==> config.mk <==
export PLATFORM = sky130hd
export DESIGN_NAME = wide_mul_sched
export DESIGN_NICKNAME = d
export VERILOG_FILES = /design/src/rtl/wmul_pkg.sv /design/src/rtl/wmul_limb_sel.sv /design/src/rtl/wmul_mul_pipe.sv /design/src/rtl/wmul_slot.sv /design/src/rtl/wide_mul_sched.sv
export SDC_FILE = /design/constraint.sdc
export NUM_CORES = 2
export LEC_CHECK = 0
export BUFFER_PORTS_ARGS = -buffer_cell sky130_fd_sc_hd__clkbuf_2
export CAP_MARGIN = 20
export CORE_MARGIN = 2
export CORE_UTILIZATION = 45
export DETAILED_ROUTE_END_ITERATION = 8
export PLACE_DENSITY_LB_ADDON = 0.25
export SETUP_SLACK_MARGIN = 0.02
export SLEW_MARGIN = 20
export SYNTH_ARGS = -nofsm -noshare
export SYNTH_HDL_FRONTEND = slang
export SYNTH_SLANG_ARGS = --single-unit
==> constraint.sdc <==
create_clock -name clk_i -period 7.8 [get_ports clk_i]
set_input_delay 0.39 -clock clk_i [delete_from_list [all_inputs] [get_ports clk_i]]
set_output_delay 0.39 -clock clk_i [all_outputs]
set_load 0.01 [all_outputs]
==> src/rtl/wmul_pkg.sv <==
package wmul_pkg;

  typedef enum logic [1:0] {
    SP_LL = 2'd0,  // a_lo * b_lo, weight 1
    SP_LH = 2'd1,  // a_lo * b_hi, weight 2^L
    SP_HL = 2'd2,  // a_hi * b_lo, weight 2^L
    SP_HH = 2'd3   // a_hi * b_hi, weight 2^2L
  } sub_idx_e;

  localparam int unsigned SUB_CNT = 4;
  localparam int unsigned MUL_LAT = 3;

  // number of high limbs in a sub-product -> shift in limb units
  function automatic int unsigned sub_weight(input logic [1:0] k);
    return 32'(k[0]) + 32'(k[1]);
  endfunction

endpackage

==> src/rtl/wmul_limb_sel.sv <==
module wmul_limb_sel #(
  parameter int unsigned OP_W   = 32,
  parameter int unsigned LIMB_W = 18
) (
  input  logic [OP_W-1:0]   a_i,
  input  logic [OP_W-1:0]   b_i,
  input  logic [1:0]        idx_i,
  output logic [LIMB_W-1:0] la_o,
  output logic [LIMB_W-1:0] lb_o
);
  localparam int unsigned HI_W = OP_W - LIMB_W;

  logic [LIMB_W-1:0] a_lo, a_hi, b_lo, b_hi;

  assign a_lo = a_i[LIMB_W-1:0];
  assign b_lo = b_i[LIMB_W-1:0];
  assign a_hi = LIMB_W'(a_i[OP_W-1:OP_W-HI_W]);
  assign b_hi = LIMB_W'(b_i[OP_W-1:OP_W-HI_W]);

  // bit 1 picks the A limb, bit 0 the B limb
  assign la_o = idx_i[1] ? a_hi : a_lo;
  assign lb_o = idx_i[0] ? b_hi : b_lo;
endmodule

==> src/rtl/wmul_mul_pipe.sv <==
module wmul_mul_pipe #(
  parameter int unsigned W = 18
) (
  input  logic           clk_i,
  input  logic           rst_ni,
  input  logic [W-1:0]   a_i,
  input  logic [W-1:0]   b_i,
  output logic [2*W-1:0] p_o
);
  localparam int unsigned H   = W / 2;
  localparam int unsigned P_W = 2 * W;

  logic [W-1:0]     a_r, b_r;
  logic [W+H-1:0]   pp_lo_r;
  logic [2*W-H-1:0] pp_hi_r;
  logic [P_W-1:0]   p_r;

  // stage 1: capture operands
  always_ff @(posedge clk_i or negedge rst_ni) begin
    if (!rst_ni) begin
      a_r <= '0;
      b_r <= '0;
    end else begin
      a_r <= a_i;
      b_r <= b_i;
    end
  end

  // stage 2: two half-width partial products
  always_ff @(posedge clk_i or negedge rst_ni) begin
    if (!rst_ni) begin
      pp_lo_r <= '0;
      pp_hi_r <= '0;
    end else begin
      pp_lo_r <= (W+H)'(a_r) * (W+H)'(b_r[H-1:0]);
      pp_hi_r <= (2*W-H)'(a_r) * (2*W-H)'(b_r[W-1:H]);
    end
  end

  // stage 3: combine halves
  always_ff @(posedge clk_i or negedge rst_ni) begin
    if (!rst_ni) p_r <= '0;
    else         p_r <= P_W'(pp_lo_r) + (P_W'(pp_hi_r) << H);
  end

  assign p_o = p_r;
endmodule

==> src/rtl/wmul_slot.sv <==
module wmul_slot
  import wmul_pkg::*;
#(
  parameter int unsigned OP_W   = 32,
  parameter int unsigned LIMB_W = 18,
  parameter int unsigned RES_W  = 64
) (
  input  logic                clk_i,
  input  logic                rst_ni,
  input  logic                turn_i,
  input  logic                load_i,
  input  logic [OP_W-1:0]     a_i,
  input  logic [OP_W-1:0]     b_i,
  input  logic [2*LIMB_W-1:0] prod_i,
  output logic                busy_o,
  output logic                fin_o,
  output logic [RES_W-1:0]    sum_o,
  output logic [LIMB_W-1:0]   nxt_a_o,
  output logic [LIMB_W-1:0]   nxt_b_o
);
  logic [OP_W-1:0]  a_q, b_q;
  logic [1:0]       idx_q;   // sub-product now in flight
  logic [1:0]       idx_nxt;
  logic [RES_W-1:0] acc_q;
  logic             busy_q;

  assign idx_nxt = idx_q + 2'd1;
  assign sum_o   = acc_q + (RES_W'(prod_i) << (LIMB_W * sub_weight(idx_q)));
  assign busy_o  = busy_q;
  assign fin_o   = busy_q && (idx_q == SP_HH);

  wmul_limb_sel #(.OP_W(OP_W), .LIMB_W(LIMB_W)) u_sel (
    .a_i  (a_q),
    .b_i  (b_q),
    .idx_i(idx_nxt),
    .la_o (nxt_a_o),
    .lb_o (nxt_b_o)
  );

  always_ff @(posedge clk_i or negedge rst_ni) begin
    if (!rst_ni) begin
      a_q    <= '0;
      b_q    <= '0;
      idx_q  <= SP_LL;
      acc_q  <= '0;
      busy_q <= 1'b0;
    end else if (load_i) begin
      a_q    <= a_i;
      b_q    <= b_i;
      idx_q  <= SP_LL;
      acc_q  <= '0;
      busy_q <= 1'b1;
    end else if (turn_i && busy_q) begin
      acc_q <= sum_o;
      idx_q <= idx_nxt;
      if (idx_q == SP_HH) busy_q <= 1'b0;
    end
  end
endmodule

==> src/rtl/wide_mul_sched.sv <==
module wide_mul_sched
  import wmul_pkg::*;
#(
  parameter int unsigned OP_W   = 32,
  parameter int unsigned LIMB_W = 18
) (
  input  logic              clk_i,
  input  logic              rst_ni,
  input  logic              in_valid_i,
  output logic              in_ready_o,
  input  logic [OP_W-1:0]   a_i,
  input  logic [OP_W-1:0]   b_i,
  output logic              done_o,
  output logic [2*OP_W-1:0] result_o
);
  localparam int unsigned RES_W = 2 * OP_W;
  localparam int unsigned P_W   = 2 * LIMB_W;
  localparam int unsigned SLOTS = MUL_LAT;  // one slot per pipeline stage
  localparam int unsigned PTR_W = $clog2(SLOTS);

  logic [PTR_W-1:0]  ptr_q;
  logic [SLOTS-1:0]  turn, load, busy, fin;
  logic [RES_W-1:0]  sum   [SLOTS];
  logic [LIMB_W-1:0] nxt_a [SLOTS];
  logic [LIMB_W-1:0] nxt_b [SLOTS];

  logic              cur_busy, cur_fin, accept;
  logic [RES_W-1:0]  cur_sum;
  logic [LIMB_W-1:0] cur_na, cur_nb, in_la, in_lb, mul_a, mul_b;
  logic [P_W-1:0]    prod;
  logic              done_q;
  logic [RES_W-1:0]  res_q;

  // issue turn rotates one slot per cycle
  always_ff @(posedge clk_i or negedge rst_ni) begin
    if (!rst_ni)                          ptr_q <= '0;
    else if (ptr_q == PTR_W'(SLOTS - 1))  ptr_q <= '0;
    else                                  ptr_q <= ptr_q + 1'b1;
  end

  for (genvar s = 0; s < SLOTS; s++) begin : g_slot
    assign turn[s] = (ptr_q == PTR_W'(s));
    assign load[s] = accept && turn[s];

    wmul_slot #(.OP_W(OP_W), .LIMB_W(LIMB_W), .RES_W(RES_W)) u_slot (
      .clk_i  (clk_i),
      .rst_ni (rst_ni),
      .turn_i (turn[s]),
      .load_i (load[s]),
      .a_i    (a_i),
      .b_i    (b_i),
      .prod_i (prod),
      .busy_o (busy[s]),
      .fin_o  (fin[s]),
      .sum_o  (sum[s]),
      .nxt_a_o(nxt_a[s]),
      .nxt_b_o(nxt_b[s])
    );
  end

  always_comb begin
    cur_busy = 1'b0;
    cur_fin  = 1'b0;
    cur_sum  = '0;
    cur_na   = '0;
    cur_nb   = '0;
    for (int s = 0; s < SLOTS; s++) begin
      if (turn[s]) begin
        cur_busy = busy[s];
        cur_fin  = fin[s];
        cur_sum  = sum[s];
        cur_na   = nxt_a[s];
        cur_nb   = nxt_b[s];
      end
    end
  end

  // a finishing slot frees in the same turn
  assign in_ready_o = !cur_busy || cur_fin;
  assign accept     = in_valid_i && in_ready_o;

  wmul_limb_sel #(.OP_W(OP_W), .LIMB_W(LIMB_W)) u_in_sel (
    .a_i  (a_i),
    .b_i  (b_i),
    .idx_i(SP_LL),
    .la_o (in_la),
    .lb_o (in_lb)
  );

  always_comb begin
    if (accept) begin
      mul_a = in_la;
      mul_b = in_lb;
    end else if (cur_busy && !cur_fin) begin
      mul_a = cur_na;
      mul_b = cur_nb;
    end else begin
      mul_a = '0;
      mul_b = '0;
    end
  end

  wmul_mul_pipe #(.W(LIMB_W)) u_mul (
    .clk_i (clk_i),
    .rst_ni(rst_ni),
    .a_i   (mul_a),
    .b_i   (mul_b),
    .p_o   (prod)
  );

  always_ff @(posedge clk_i or negedge rst_ni) begin
    if (!rst_ni) begin
      done_q <= 1'b0;
      res_q  <= '0;
    end else begin
      done_q <= cur_fin;
      if (cur_fin) res_q <= cur_sum;
    end
  end

  assign done_o   = done_q;
  assign result_o = res_q;
endmodule

==> impl_summary.log <==
INFO  metric fmax = 173 MHz
INFO  metric via_count = approximately 40000
INFO  metric period_minus_slack = a little under 6 ns
INFO  metric synth-seq-cells = roughly 600
INFO  metric post_cts_resized = 0
INFO  metric crit_arrival = around 6.3 ns
INFO  metric clkTransAtPathRegs = about 0.06 ns
INFO  metric synth_edf_count = 0
INFO  metric grt_pass1_vias = about 38000
INFO  metric std_cell_rows = 118
INFO  metric timing.final.crit_share = 0.743
INFO  metric cts_sinks = about 590
INFO  metric wl_met3 = ~14000 um
INFO  metric end_kind = flip-flop
INFO  metric syn-mean-instance-area = approximately 9.5 sq um
INFO  metric x_dimension_of_the_die = 327 um
INFO  metric area_delta_synth_final = 10.2%
INFO  metric startpoint_type = flip-flop
INFO  metric drv_slew = 0
INFO  metric io-pin-count = roughly 130
INFO  metric critical_path_buf_inv_count = 3
INFO  metric setup_repair_after_global_routing_missed_its_margin = no
INFO  metric critical_path.cell_chain = nand2_1 > fa_1 > inv_1 > fa_1 > fa_1 > inv_1 > fa_1 > inv_1 > ha_1 > a21o_1 > a31oi_1 > nor2_1 > o31ai_1 > nor2_1 > nor4b_1 > o21a_1 > o21ai_0 > or4_1 > and3_1
INFO  metric route.detailed.vias_per_inst = 6.08
INFO  metric synth_fp_nets = roughly 5600
INFO  metric drtIter0Drc = around 3600
INFO  metric grt_pass1_wl = around 240000 um
INFO  metric clockBufferDepth = 3
INFO  metric post_synth_most_frequent_cells = sky130_fd_sc_hd__dfrtp_1 (586), sky130_fd_sc_hd__nand2_1 (392), sky130_fd_sc_hd__inv_1 (329)
INFO  metric post-dp-hpwl = 117000 um
INFO  metric antenna_found_initial = 2
INFO  metric netlist.area_leader.share = 0.313
INFO  metric tightestPinTransition = ~1.1 ns
INFO  metric critical_path.slowest_cell = sky130_fd_sc_hd__dfrtp_1
INFO  metric timing.critical_path.max_delay_family = adder cells
INFO  metric cts-buffers-inserted = 70
INFO  metric start_util = 0.453
INFO  metric min_path_type = in2reg
INFO  metric setup_total_negative_slack = 0 ns
INFO  metric yosys_most_used_dff = sky130_fd_sc_hd__dfrtp_1
INFO  metric place_congestion = slightly above 1
INFO  metric m1WireLength = between 60000 and 70000 um
INFO  metric grt_max_degree = between 150 and 200
INFO  metric crit_type = reg2reg
INFO  metric post_cts.repair.setup_buffers = 0
INFO  metric ant_nets = 0
INFO  metric timing.max_slew.rel_slack = 0.266
INFO  metric finalSetupViolations = 0
INFO  metric critPathMostFrequentCell = sky130_fd_sc_hd__fa_1
INFO  metric synth_warnings = 0
INFO  metric die_area = about 110000 sq um
INFO  metric skew = 0.0492 ns
INFO  metric yosys-top-cells-area = sky130_fd_sc_hd__dfrtp_1 (31%), sky130_fd_sc_hd__fa_1 (9.8%), sky130_fd_sc_hd__ha_1 (8.1%)
INFO  metric grt.overflow.total = 0
INFO  metric timing.final.hold_violations = 0
INFO  metric drt-total-wl = 160000 um
INFO  metric synth_top_cell_by_area = sky130_fd_sc_hd__dfrtp_1
INFO  metric synth_most_common_cell = sky130_fd_sc_hd__dfrtp_1
INFO  metric mappedNetlistArea = roughly 47000 sq um
INFO  metric yosys.cell_types.count = 94
INFO  metric synthesis.instances = approximately 4900
INFO  metric globalRouteTotalUtil = 0.298
INFO  metric core = 103000 sq um
INFO  metric detail_route.wl_per_cell = around 25 um
INFO  metric top_layer = met5
INFO  metric synth_seq_area_share = 0.313
INFO  metric clk_latency = 0.69 ns
INFO  metric number_of_input_and_output_port_buffers_inserted = 132
INFO  metric async_reset_ff_frac = 1.00
INFO  metric timing.critical_path.required = around 8.3 ns
INFO  metric drv.max_cap_violation_count = 0
INFO  metric finalNetCount = between 5000 and 6000
INFO  metric crit_path_max_incr_delay = roughly 0.75 ns
INFO  metric worst-path-max-fanout = 18
INFO  metric run_status = finished, final reports clean
INFO  metric cts_root_buf = sky130_fd_sc_hd__clkbuf_16
INFO  metric drc = 0
INFO  metric post_route_cells_drive_above_1_share = 0.119
INFO  metric wl_met2 = 70200 um
INFO  metric detail_route.first_pass.iterations = 6
INFO  metric htree_levels = 3
INFO  metric clock_tree_from_tritoncts = built
INFO  metric die-height = between 300 and 400 um
==> cell type report <==
cell class,count,area [sq um]
Antenna cell,2,5.00
Clock buffer,97,2000
Clock inverter,33,529
Fill cell,9648,51800
Inverter,332,1250
Multi-Input combinational cell,3725,29900
Sequential cell,586,14700
Tap cell,1380,1730
Timing Repair Buffer,238,1620
==> worst reg2reg max path, delay by kind of cell (launching register included) <==
| family | cells | cell delay [ns] |
|---|---|---|
| AO/OA/AOI/OAI | 5 | 1.12 |
| adder cells (fa/ha/maj) | 5 | 2.43 |
| buffers and inverters | 3 | 0.16 |
| AND/OR/NAND/NOR | 6 | 1.21 |
| flip-flops | 1 | 0.75 |
==> metal layers <==
| metal | GRT usage | vias to the layer above |
|---|---|---|
| met5 | 0 | - |
| met4 | 0.121 | 2 |
| met3 | 0.0628 | 302 |
| met2 | 0.458 | 1694 |
| met1 | 0.411 | 19400 |
| li1 | - | 17500 |
==> through the flow <==
step / cell area, sq um / instances / setup slack, ns / util / hold slack (ns)
floorplan: 46900 / 4949 / 2.38 / - / 0.0944
global placement: 48600 / 6208 / 2.06 / 0.470 / 0.332
detailed placement: 48600 / 6208 / 1.98 / 0.470 / 0.335
CTS: 51700 / 6391 / 2.00 / 0.499 / 0.00279
global route: 51700 / 6391 / 1.72 / 0.499 / 0.0172
finish: 51700 / 6393 / 2.00 / 0.499 / 0.0355
==> placed cells by master, fill, tap and decap left out, drive strengths merged, types with 27 or more instances in the layout <==
cell type      n
a211oi        36
and2         269
o22ai         37
o21bai        38
and3          27
nor2b         60
mux2         223
ha           304
xor2          80
dfrtp        586
a21oi        321
o21ai        236
mux2i        141
fa           230
inv          334
a22o         231
nand3         86
nor3          40
a31oi         39
nor2         246
o211ai        29
xnor2        157
clkbuf       228
dlygate4sd3   53
o21a          62
nand2        392
nand4         67
a21o         112
buf           54
==> flip-flops by register name, indices dropped and copies added, names as in the netlist, 27 cells and up <==
register             cells
g_slot.u_slot.acc_q    192
g_slot.u_slot.a_q       96
g_slot.u_slot.b_q       96
result_o                64
u_mul.p_o               36
u_mul.pp_hi_r           27
u_mul.pp_lo_r           27
==> cells by family (layout without fill, tap and decap cells) <==
logic type | after synthesis | count (layout) | synth area share
AO/OA/AOI/OAI | 1321 | 1321 | 0.194
XOR/XNOR | 238 | 238 | 0.0447
adder cells (fa/ha/maj) | 534 | 534 | 0.179
buffers and inverters | 638 | 700 | 0.0524
flip-flops | 586 | 586 | 0.313
multiplexers | 364 | 364 | 0.0836
other | 0 | 2 | 0
AND/OR/NAND/NOR | 1268 | 1268 | 0.133
==> path summary, 6_finish.rpt <==
check	cells after the start	to	start	slack [ns]
min in group asynchronous	2	g_slot[2].u_slot.acc_q[59]	rst_ni	0.35
worst min-delay path	2	g_slot[1].u_slot.a_q[17]	a_i[17]	0.04
worst max register to register	19	u_mul.pp_hi_r[26]	u_mul.b_r[9]	2.00
worst min register to register	0	u_mul.p_o[7]	u_mul.pp_lo_r[7]	0.35
max in group asynchronous	3	u_mul.pp_hi_r[26]	rst_ni	5.92
worst max-delay path	19	u_mul.pp_hi_r[26]	u_mul.b_r[9]	2.00
==> what timing repair did <==
item / 4_1_cts / 5_1_grt
endpoints found under the setup margin: 0 / 0
hold endpoints to repair: 228 / 0
hold buffers: 53 / 0
Power is not shown: default switching activity piles up to over one toggle a cycle in this logic, so the estimate is an artifact.
